[config.mk]
export PLATFORM = sky130hd
export DESIGN_NAME = dram_init_cmd_inj
export DESIGN_NICKNAME = d
export VERILOG_FILES = /design/src/rtl/dinit_pkg.sv /design/src/rtl/dinit_cfg_reg.sv /design/src/rtl/dinit_seq.sv /design/src/rtl/dinit_cmd_enc.sv /design/src/rtl/dram_init_cmd_inj.sv
export SDC_FILE = /design/constraint.sdc
export NUM_CORES = 1
export LEC_CHECK = 0
export BUFFER_PORTS_ARGS = -buffer_cell sky130_fd_sc_hd__buf_4
export CAP_MARGIN = 40
export CORE_AREA = 2 2 64 66
export DETAILED_ROUTE_END_ITERATION = 7
export DIE_AREA = 0 0 66 68
export PLACE_DENSITY = 0.93
export SLEW_MARGIN = 25
export SYNTH_ARGS = -nofsm -noshare
export SYNTH_HDL_FRONTEND = slang
export SYNTH_SLANG_ARGS = --single-unit
[constraint.sdc]
create_clock -name clk -period 3.2 [get_ports clk]
set_input_delay 0.32 -clock clk [delete_from_list [all_inputs] [get_ports clk]]
set_output_delay 0.32 -clock clk [all_outputs]
set_load 0.02 [all_outputs]
[src/rtl/dinit_pkg.sv]
package dinit_pkg;

  typedef enum logic [2:0] {
    MS_HOLD   = 3'b000,
    MS_NOP    = 3'b001,
    MS_PREALL = 3'b010,
    MS_LMR    = 3'b011,
    MS_LEMR   = 3'b100,
    MS_RSVD   = 3'b101,
    MS_REFR   = 3'b110,
    MS_NORMAL = 3'b111
  } mode_e;

  // cs_n, ras_n, cas_n, we_n
  typedef struct packed {
    logic cs_n;
    logic ras_n;
    logic cas_n;
    logic we_n;
  } cmd_pins_t;

  localparam cmd_pins_t PINS_DESEL  = '{1'b1, 1'b1, 1'b1, 1'b1};
  localparam cmd_pins_t PINS_NOP    = '{1'b0, 1'b1, 1'b1, 1'b1};
  localparam cmd_pins_t PINS_PREALL = '{1'b0, 1'b0, 1'b1, 1'b0};
  localparam cmd_pins_t PINS_LOADMR = '{1'b0, 1'b0, 1'b0, 1'b0};
  localparam cmd_pins_t PINS_REFR   = '{1'b0, 1'b0, 1'b0, 1'b1};

  typedef enum logic [1:0] {
    SQ_IDLE = 2'd0,
    SQ_CMD  = 2'd1,
    SQ_ACK  = 2'd2
  } seq_state_e;

  // Field positions inside the control word
  localparam int MODE_LSB = 4;
  localparam int MODE_W   = 3;
  localparam int TYPE_LSB = 0;
  localparam int TYPE_W   = 2;
  localparam int ENH_BIT  = 31;

  function automatic logic mode_emits(input mode_e m);
    return (m != MS_HOLD) && (m != MS_NORMAL);
  endfunction

endpackage

[src/rtl/dinit_cfg_reg.sv]
module dinit_cfg_reg
  import dinit_pkg::*;
#(
  parameter int          CFG_AW     = 12,
  parameter logic [11:0] REG_OFFSET = 12'h124
) (
  input  logic              clk,
  input  logic              rst_n,
  input  logic              wr_en,
  input  logic [CFG_AW-1:0] addr,
  input  logic [31:0]       wdata,
  output logic [31:0]       rdata,
  output mode_e             mode,
  output logic              enh_map,
  output logic [TYPE_W-1:0] dtype,
  output logic              cke_wake
);

  localparam logic [CFG_AW-1:0] OFFS = CFG_AW'(REG_OFFSET);

  logic              hit;
  logic              wr_hit;
  logic [MODE_W-1:0] mode_q;
  logic              enh_q;
  logic [TYPE_W-1:0] type_q;
  logic [MODE_W-1:0] wmode;

  assign hit    = (addr == OFFS);
  assign wr_hit = wr_en && hit;
  assign wmode  = wdata[MODE_LSB +: MODE_W];

  always_ff @(posedge clk or negedge rst_n) begin
    if (!rst_n) begin
      mode_q <= '0;
      enh_q  <= 1'b0;
      type_q <= '0;
    end else if (wr_hit) begin
      mode_q <= wmode;
      enh_q  <= wdata[ENH_BIT];
      type_q <= wdata[TYPE_LSB +: TYPE_W];
    end
  end

  // Wake request: first nonzero mode write; rank flops latch it
  assign cke_wake = wr_hit && (wmode != '0);

  always_comb begin
    rdata = '0;
    if (hit) begin
      rdata[ENH_BIT]             = enh_q;
      rdata[MODE_LSB +: MODE_W]  = mode_q;
      rdata[TYPE_LSB +: TYPE_W]  = type_q;
    end
  end

  assign mode    = mode_e'(mode_q);
  assign enh_map = enh_q;
  assign dtype   = type_q;

endmodule

[src/rtl/dinit_seq.sv]
module dinit_seq
  import dinit_pkg::*;
(
  input  logic  clk,
  input  logic  rst_n,
  input  mode_e mode,
  input  logic  host_valid,
  output logic  host_ready,
  output logic  host_ack,
  output logic  load_cmd
);

  seq_state_e state_q, state_d;
  logic       take;

  assign host_ready = (state_q == SQ_IDLE) && (mode != MS_NORMAL);
  assign take       = host_valid && host_ready;
  assign load_cmd   = take && mode_emits(mode);
  assign host_ack   = (state_q == SQ_ACK);

  always_comb begin
    state_d = state_q;
    unique case (state_q)
      SQ_IDLE: if (take) state_d = mode_emits(mode) ? SQ_CMD : SQ_ACK;
      SQ_CMD:  state_d = SQ_ACK;
      SQ_ACK:  state_d = SQ_IDLE;
      default: state_d = SQ_IDLE;
    endcase
  end

  always_ff @(posedge clk or negedge rst_n) begin
    if (!rst_n) state_q <= SQ_IDLE;
    else        state_q <= state_d;
  end

endmodule

[src/rtl/dinit_cmd_enc.sv]
module dinit_cmd_enc
  import dinit_pkg::*;
#(
  parameter int HOST_AW  = 32,
  parameter int ROW_W    = 14,
  parameter int BANK_W   = 3,
  parameter int ADDR_LSB = 3
) (
  input  logic               clk,
  input  logic               rst_n,
  input  logic               load,
  input  mode_e              mode,
  input  logic [HOST_AW-1:0] host_addr,
  output cmd_pins_t          pins,
  output logic [ROW_W-1:0]   row,
  output logic [BANK_W-1:0]  bank
);

  localparam int BANK_LSB = ADDR_LSB + ROW_W;
  localparam int AP_BIT   = 10;
  localparam logic [ROW_W-1:0] AP_MASK = ROW_W'(1) << AP_BIT;

  cmd_pins_t         pins_d;
  logic [ROW_W-1:0]  row_d;
  logic [BANK_W-1:0] bank_d;

  always_comb begin
    pins_d = PINS_NOP;
    row_d  = '0;
    bank_d = '0;
    unique case (mode)
      MS_PREALL: begin
        pins_d = PINS_PREALL;
        row_d  = AP_MASK;
      end
      MS_LMR, MS_LEMR: begin
        pins_d = PINS_LOADMR;
        row_d  = host_addr[ADDR_LSB +: ROW_W];
        bank_d = host_addr[BANK_LSB +: BANK_W];
      end
      MS_REFR: pins_d = PINS_REFR;
      default: pins_d = PINS_NOP;
    endcase
  end

  // Output stage: one command cycle per load, deselect otherwise
  always_ff @(posedge clk or negedge rst_n) begin
    if (!rst_n) begin
      pins <= PINS_DESEL;
      row  <= '0;
      bank <= '0;
    end else if (load) begin
      pins <= pins_d;
      row  <= row_d;
      bank <= bank_d;
    end else begin
      pins <= PINS_DESEL;
      row  <= '0;
      bank <= '0;
    end
  end

endmodule

[src/rtl/dram_init_cmd_inj.sv]
module dram_init_cmd_inj
  import dinit_pkg::*;
#(
  parameter int          CFG_AW     = 12,
  parameter logic [11:0] REG_OFFSET = 12'h124,
  parameter int          HOST_AW    = 32,
  parameter int          ROW_W      = 14,
  parameter int          BANK_W     = 3,
  parameter int          ADDR_LSB   = 3,
  parameter int          RANKS      = 4
) (
  input  logic               clk,
  input  logic               rst_n,
  input  logic               cfg_wr_en,
  input  logic [CFG_AW-1:0]  cfg_addr,
  input  logic [31:0]        cfg_wdata,
  output logic [31:0]        cfg_rdata,
  input  logic               host_valid,
  output logic               host_ready,
  input  logic [HOST_AW-1:0] host_addr,
  output logic               host_ack,
  output logic               dram_cs_n,
  output logic               dram_ras_n,
  output logic               dram_cas_n,
  output logic               dram_we_n,
  output logic [ROW_W-1:0]   dram_addr,
  output logic [BANK_W-1:0]  dram_ba,
  output logic [RANKS-1:0]   dram_cke,
  output logic               map_enhanced,
  output logic [1:0]         dram_type
);

  mode_e     mode_cur;
  logic      cke_wake;
  logic      load_cmd;
  cmd_pins_t pins;

  dinit_cfg_reg #(.CFG_AW(CFG_AW), .REG_OFFSET(REG_OFFSET)) u_cfg (
    .clk      (clk),
    .rst_n    (rst_n),
    .wr_en    (cfg_wr_en),
    .addr     (cfg_addr),
    .wdata    (cfg_wdata),
    .rdata    (cfg_rdata),
    .mode     (mode_cur),
    .enh_map  (map_enhanced),
    .dtype    (dram_type),
    .cke_wake (cke_wake)
  );

  dinit_seq u_seq (
    .clk        (clk),
    .rst_n      (rst_n),
    .mode       (mode_cur),
    .host_valid (host_valid),
    .host_ready (host_ready),
    .host_ack   (host_ack),
    .load_cmd   (load_cmd)
  );

  dinit_cmd_enc #(
    .HOST_AW(HOST_AW), .ROW_W(ROW_W), .BANK_W(BANK_W), .ADDR_LSB(ADDR_LSB)
  ) u_enc (
    .clk       (clk),
    .rst_n     (rst_n),
    .load      (load_cmd),
    .mode      (mode_cur),
    .host_addr (host_addr),
    .pins      (pins),
    .row       (dram_addr),
    .bank      (dram_ba)
  );

  assign dram_cs_n  = pins.cs_n;
  assign dram_ras_n = pins.ras_n;
  assign dram_cas_n = pins.cas_n;
  assign dram_we_n  = pins.we_n;

  // One sticky clock-enable flop per rank, cleared only by reset
  for (genvar r = 0; r < RANKS; r++) begin : g_cke
    logic cke_q;
    always_ff @(posedge clk or negedge rst_n) begin
      if (!rst_n)        cke_q <= 1'b0;
      else if (cke_wake) cke_q <= 1'b1;
    end
    assign dram_cke[r] = cke_q;
  end

endmodule

==> results.md <==
- Post-layout worst setup margin: 1.53 ns
- Total internal power: 675 uW
- Sequential cell area in the final layout: between 700 and 800 um2
- Post-placement setup slack: roughly 1.5 ns
- Number of core rows: 23
- Number of port buffers: between 70 and 80
- Synthesized netlist cell count: 120
- Leak pwr: between 1 and 1.5 nW
- Ports placed on the boundary: about 140
- Number of buffers created by CTS: 5
- Maximum number of pins on one net before global-route repair: 31
- Number of cells after detailed placement: 238
- Worst min-delay path category: in -> reg
- Clock latency on the worst-skew pair: 0.28 ns
- Max-Cap Viols: 0
- Max VDD drop: around 0.30 mV
- Switching part of the total power: a little over a fifth
- Number of global-route vias before repair: about 1000
- Core Footprint: roughly 3900 um2
- Synthesized area per cell: about 12 um2
- Clock Sinks: 30
- Area used by multi-input combinational logic: roughly 550 um2
- Number of enable-type register cells in the synthesized netlist: 0
- Fraction of registers with async set/reset: between 90% and 100%
- Number of cells in the finished layout apart from fillers: around 250
- Result of the run: finished clean
- Maximum clock skew at final layout: between 0.005 and 0.006 ns
- Share of total power in sequential cells: ~44%
- Sequential element share of the synthesized area: between 50% and 60%
- Post-detailed-route count of antenna-violating nets: 0
- Switch Pwr: between 150 and 200 uW
- Horizontal die dimension: about 66 um
- Maximum clock rate: 598 MHz
- Layout cell share with drive strength beyond 1: between 40% and 50%
- Share of the synthesized area in the top cell type: 45.0%
- P&R area growth vs syn: 41.9%
- Antenna violations before repair: 0
- Starting DRC count in detailed routing: 25
- Post-detailed-route via-to-cell ratio: about 4.2
- DR WL/cell: between 10 and 15 um
- DRT Wirelength: approximately 2800 um
- Buffers inserted during post-CTS setup optimization: 0
- HPWL after detailed placement: about 2200 um
- Post-route setup TNS: 0 ns
- Leading cell types by total area after synthesis: dfrtp_1 45%, buf_4 16%, and2_1 9.5%
- Unrepaired setup endpoints after global routing: no
- Main flop type after synthesis: dfrtp_1
- Crit share post-route: 52.3%
- Detailed-router iteration count before antenna repair: 4
- Total number of H-tree levels: 2
- Final-report hold violation count: 0
- Number of setup violations in the final report: 0
- Final weighted congestion in routability-driven placement: between 0.7 and 0.8
- Worst-case clock buffer depth: 2
- Clock tree root driver cell: clkbuf_8
- Combinational share of power: a little over a tenth
- DRC violation count after routing: 0
- Top cell types by occurrence after synthesis: 31 x buf_4, 26 x dfrtp_1, 22 x and2_1, 6 x mux2_2, 4 x dfstp_2
- Library cell with the highest instance count after synthesis: buf_4
- Fin util: ~53%
- Data arrival time at the worst-slack endpoint: around 1.4 ns
- Summed instance area of the synthesized netlist: 1450 um2
- Leftover overflow at the end of global routing: 0
- Worst path required time: 2.88 ns
- Aggregate global-route resource usage: 12.9%
- Vert. Die Dim: between 60 and 70 um
- Critical setup path kind: in -> out
- Fill cell count: between 300 and 400
- Largest area contributor in the netlist: dfrtp_1
- Clk pwr share: between 40 and 50%
- Yosys Warn Count: 0
- Die ar.: 4490 um2
- Post-synthesis sequential element count: 30
- Crit end category: output port
- CP Launch Type: input port
- Total power per unit cell area: about 420 nW/um2
- Count of vias placed by the detailed router: between 1k and 1.5k
- Count of unique library cells instantiated by Yosys: 24
- Crit-path max FO: 7
- Antenna Diode Count: 0
- Net count, final: roughly 280
- Final-report max-slew violation count: 0
- Tmin final: roughly 1.7 ns
- Clock tree from TritonCTS: built
- Clock transition at the registers of the reported paths: 0.06 ns
- Effective utilization at floorplan: 37.5%
- Global-route wire length before repair: 4220 um
==> state kept, by name, summed over array words and instances, names as in the netlist <==
register	count
u_enc.row	14
u_enc.pins	4
u_cfg.mode	3
u_enc.bank	3
u_cfg.dtype	2
u_seq.state_q	2
g_cke.cke_q	1
u_cfg.enh_map	1
==> logic make-up (layout without fill, tap and decap cells) <==
| family | after synthesis | after routing | synth area share [%] |
|---|---|---|---|
| muxes | 6 | 6 | 4.67 |
| buffers and inverters | 32 | 84 | 16.4 |
| DFF | 30 | 30 | 52.3 |
| AOI/OAI and AO/OA | 7 | 7 | 3.20 |
| and+or+nand+nor | 44 | 44 | 23.2 |
| other | 1 | 26 | 0.259 |
==> area by class of cell <==
type,instances,share of cell area (%)
well taps,50,3.05
flip-flops and latches,30,36.9
repair buffers,75,27.6
multi-input cells,83,26.7
clock inverters,1,1.46
clock buffers,7,4.21
inverters,1,0.183
==> placed cells by master, fill, tap and decap left out, drive strengths merged, types with 2 or more instances in the layout <==
master  Yosys  layout
and2       22      22
and3        2       2
buf        31      74
clkbuf      0       7
conb        1      26
dfrtp      26      26
dfstp       4       4
mux2        6       6
nor2        3       3
nor2b       3       3
nor3        3       3
nor3b       2       2
nor4b       3       3
o21ai       3       3
or3         2       2
==> what timing repair did <==
action,4_1_cts,5_1_grt
resized for setup,0,0
endpoints found under the hold margin,26,0
setup endpoints to repair,0,0
hold buffers,1,0
==> worst paths after layout <==
| kind | start | to | slack [ns] | depth (start not counted) |
|---|---|---|---|---|
| worst min register to register | u_seq.state_q[1] | u_seq.state_q[1] | 0.50 | 1 |
| min in group asynchronous | rst_n | u_enc.row[7] | 0.50 | 2 |
| worst max-delay path | cfg_addr[4] | cfg_rdata[4] | 1.53 | 5 |
| worst max register to register | u_seq.state_q[1] | u_enc.row[6] | 1.79 | 3 |
| max in group asynchronous | rst_n | u_enc.pins[3] | 2.38 | 2 |
| worst min-delay path | host_addr[19] | u_enc.bank[2] | 0.24 | 2 |
==> critical path, stage by stage <==
cell     delay [ns]
buf_4          0.12
nor4b_4        0.33
and3_2         0.30
and2_1         0.14
buf_4          0.14
==> metal layers <==
metal / routed length (um) / up-vias / global-route usage, %
met2: 1630 / 51 / 24.9
met5: 0 / - / 0
met1: 906 / 495 / 11.6
met3: 196 / 7 / 4.11
li1: - / 491 / -
met4: 73 / 0 / 8.42
==> power by group through the flow <==
stage	clock (mW)	sequential, mW	combinational [mW]
after global routing	0.419	0.383	0.100
after CTS	0.400	0.383	0.0925
after global placement	0	0.390	0.0895
after detailed placement	0	0.390	0.0915
after floorplan	0	0.390	0.0643
final	0.388	0.383	0.0923
==> per-stage QoR <==
step                hold WS (ns)  total power [mW]  instance area, um2
floorplan                 0.0244             0.455                1540
global placement           0.258             0.479                1920
detailed placement         0.267             0.481                1920
CTS                        0.234             0.876                2050
global route               0.229             0.902                2050
finish                     0.244             0.863                2050
Power figures use the tool's default switching activity.
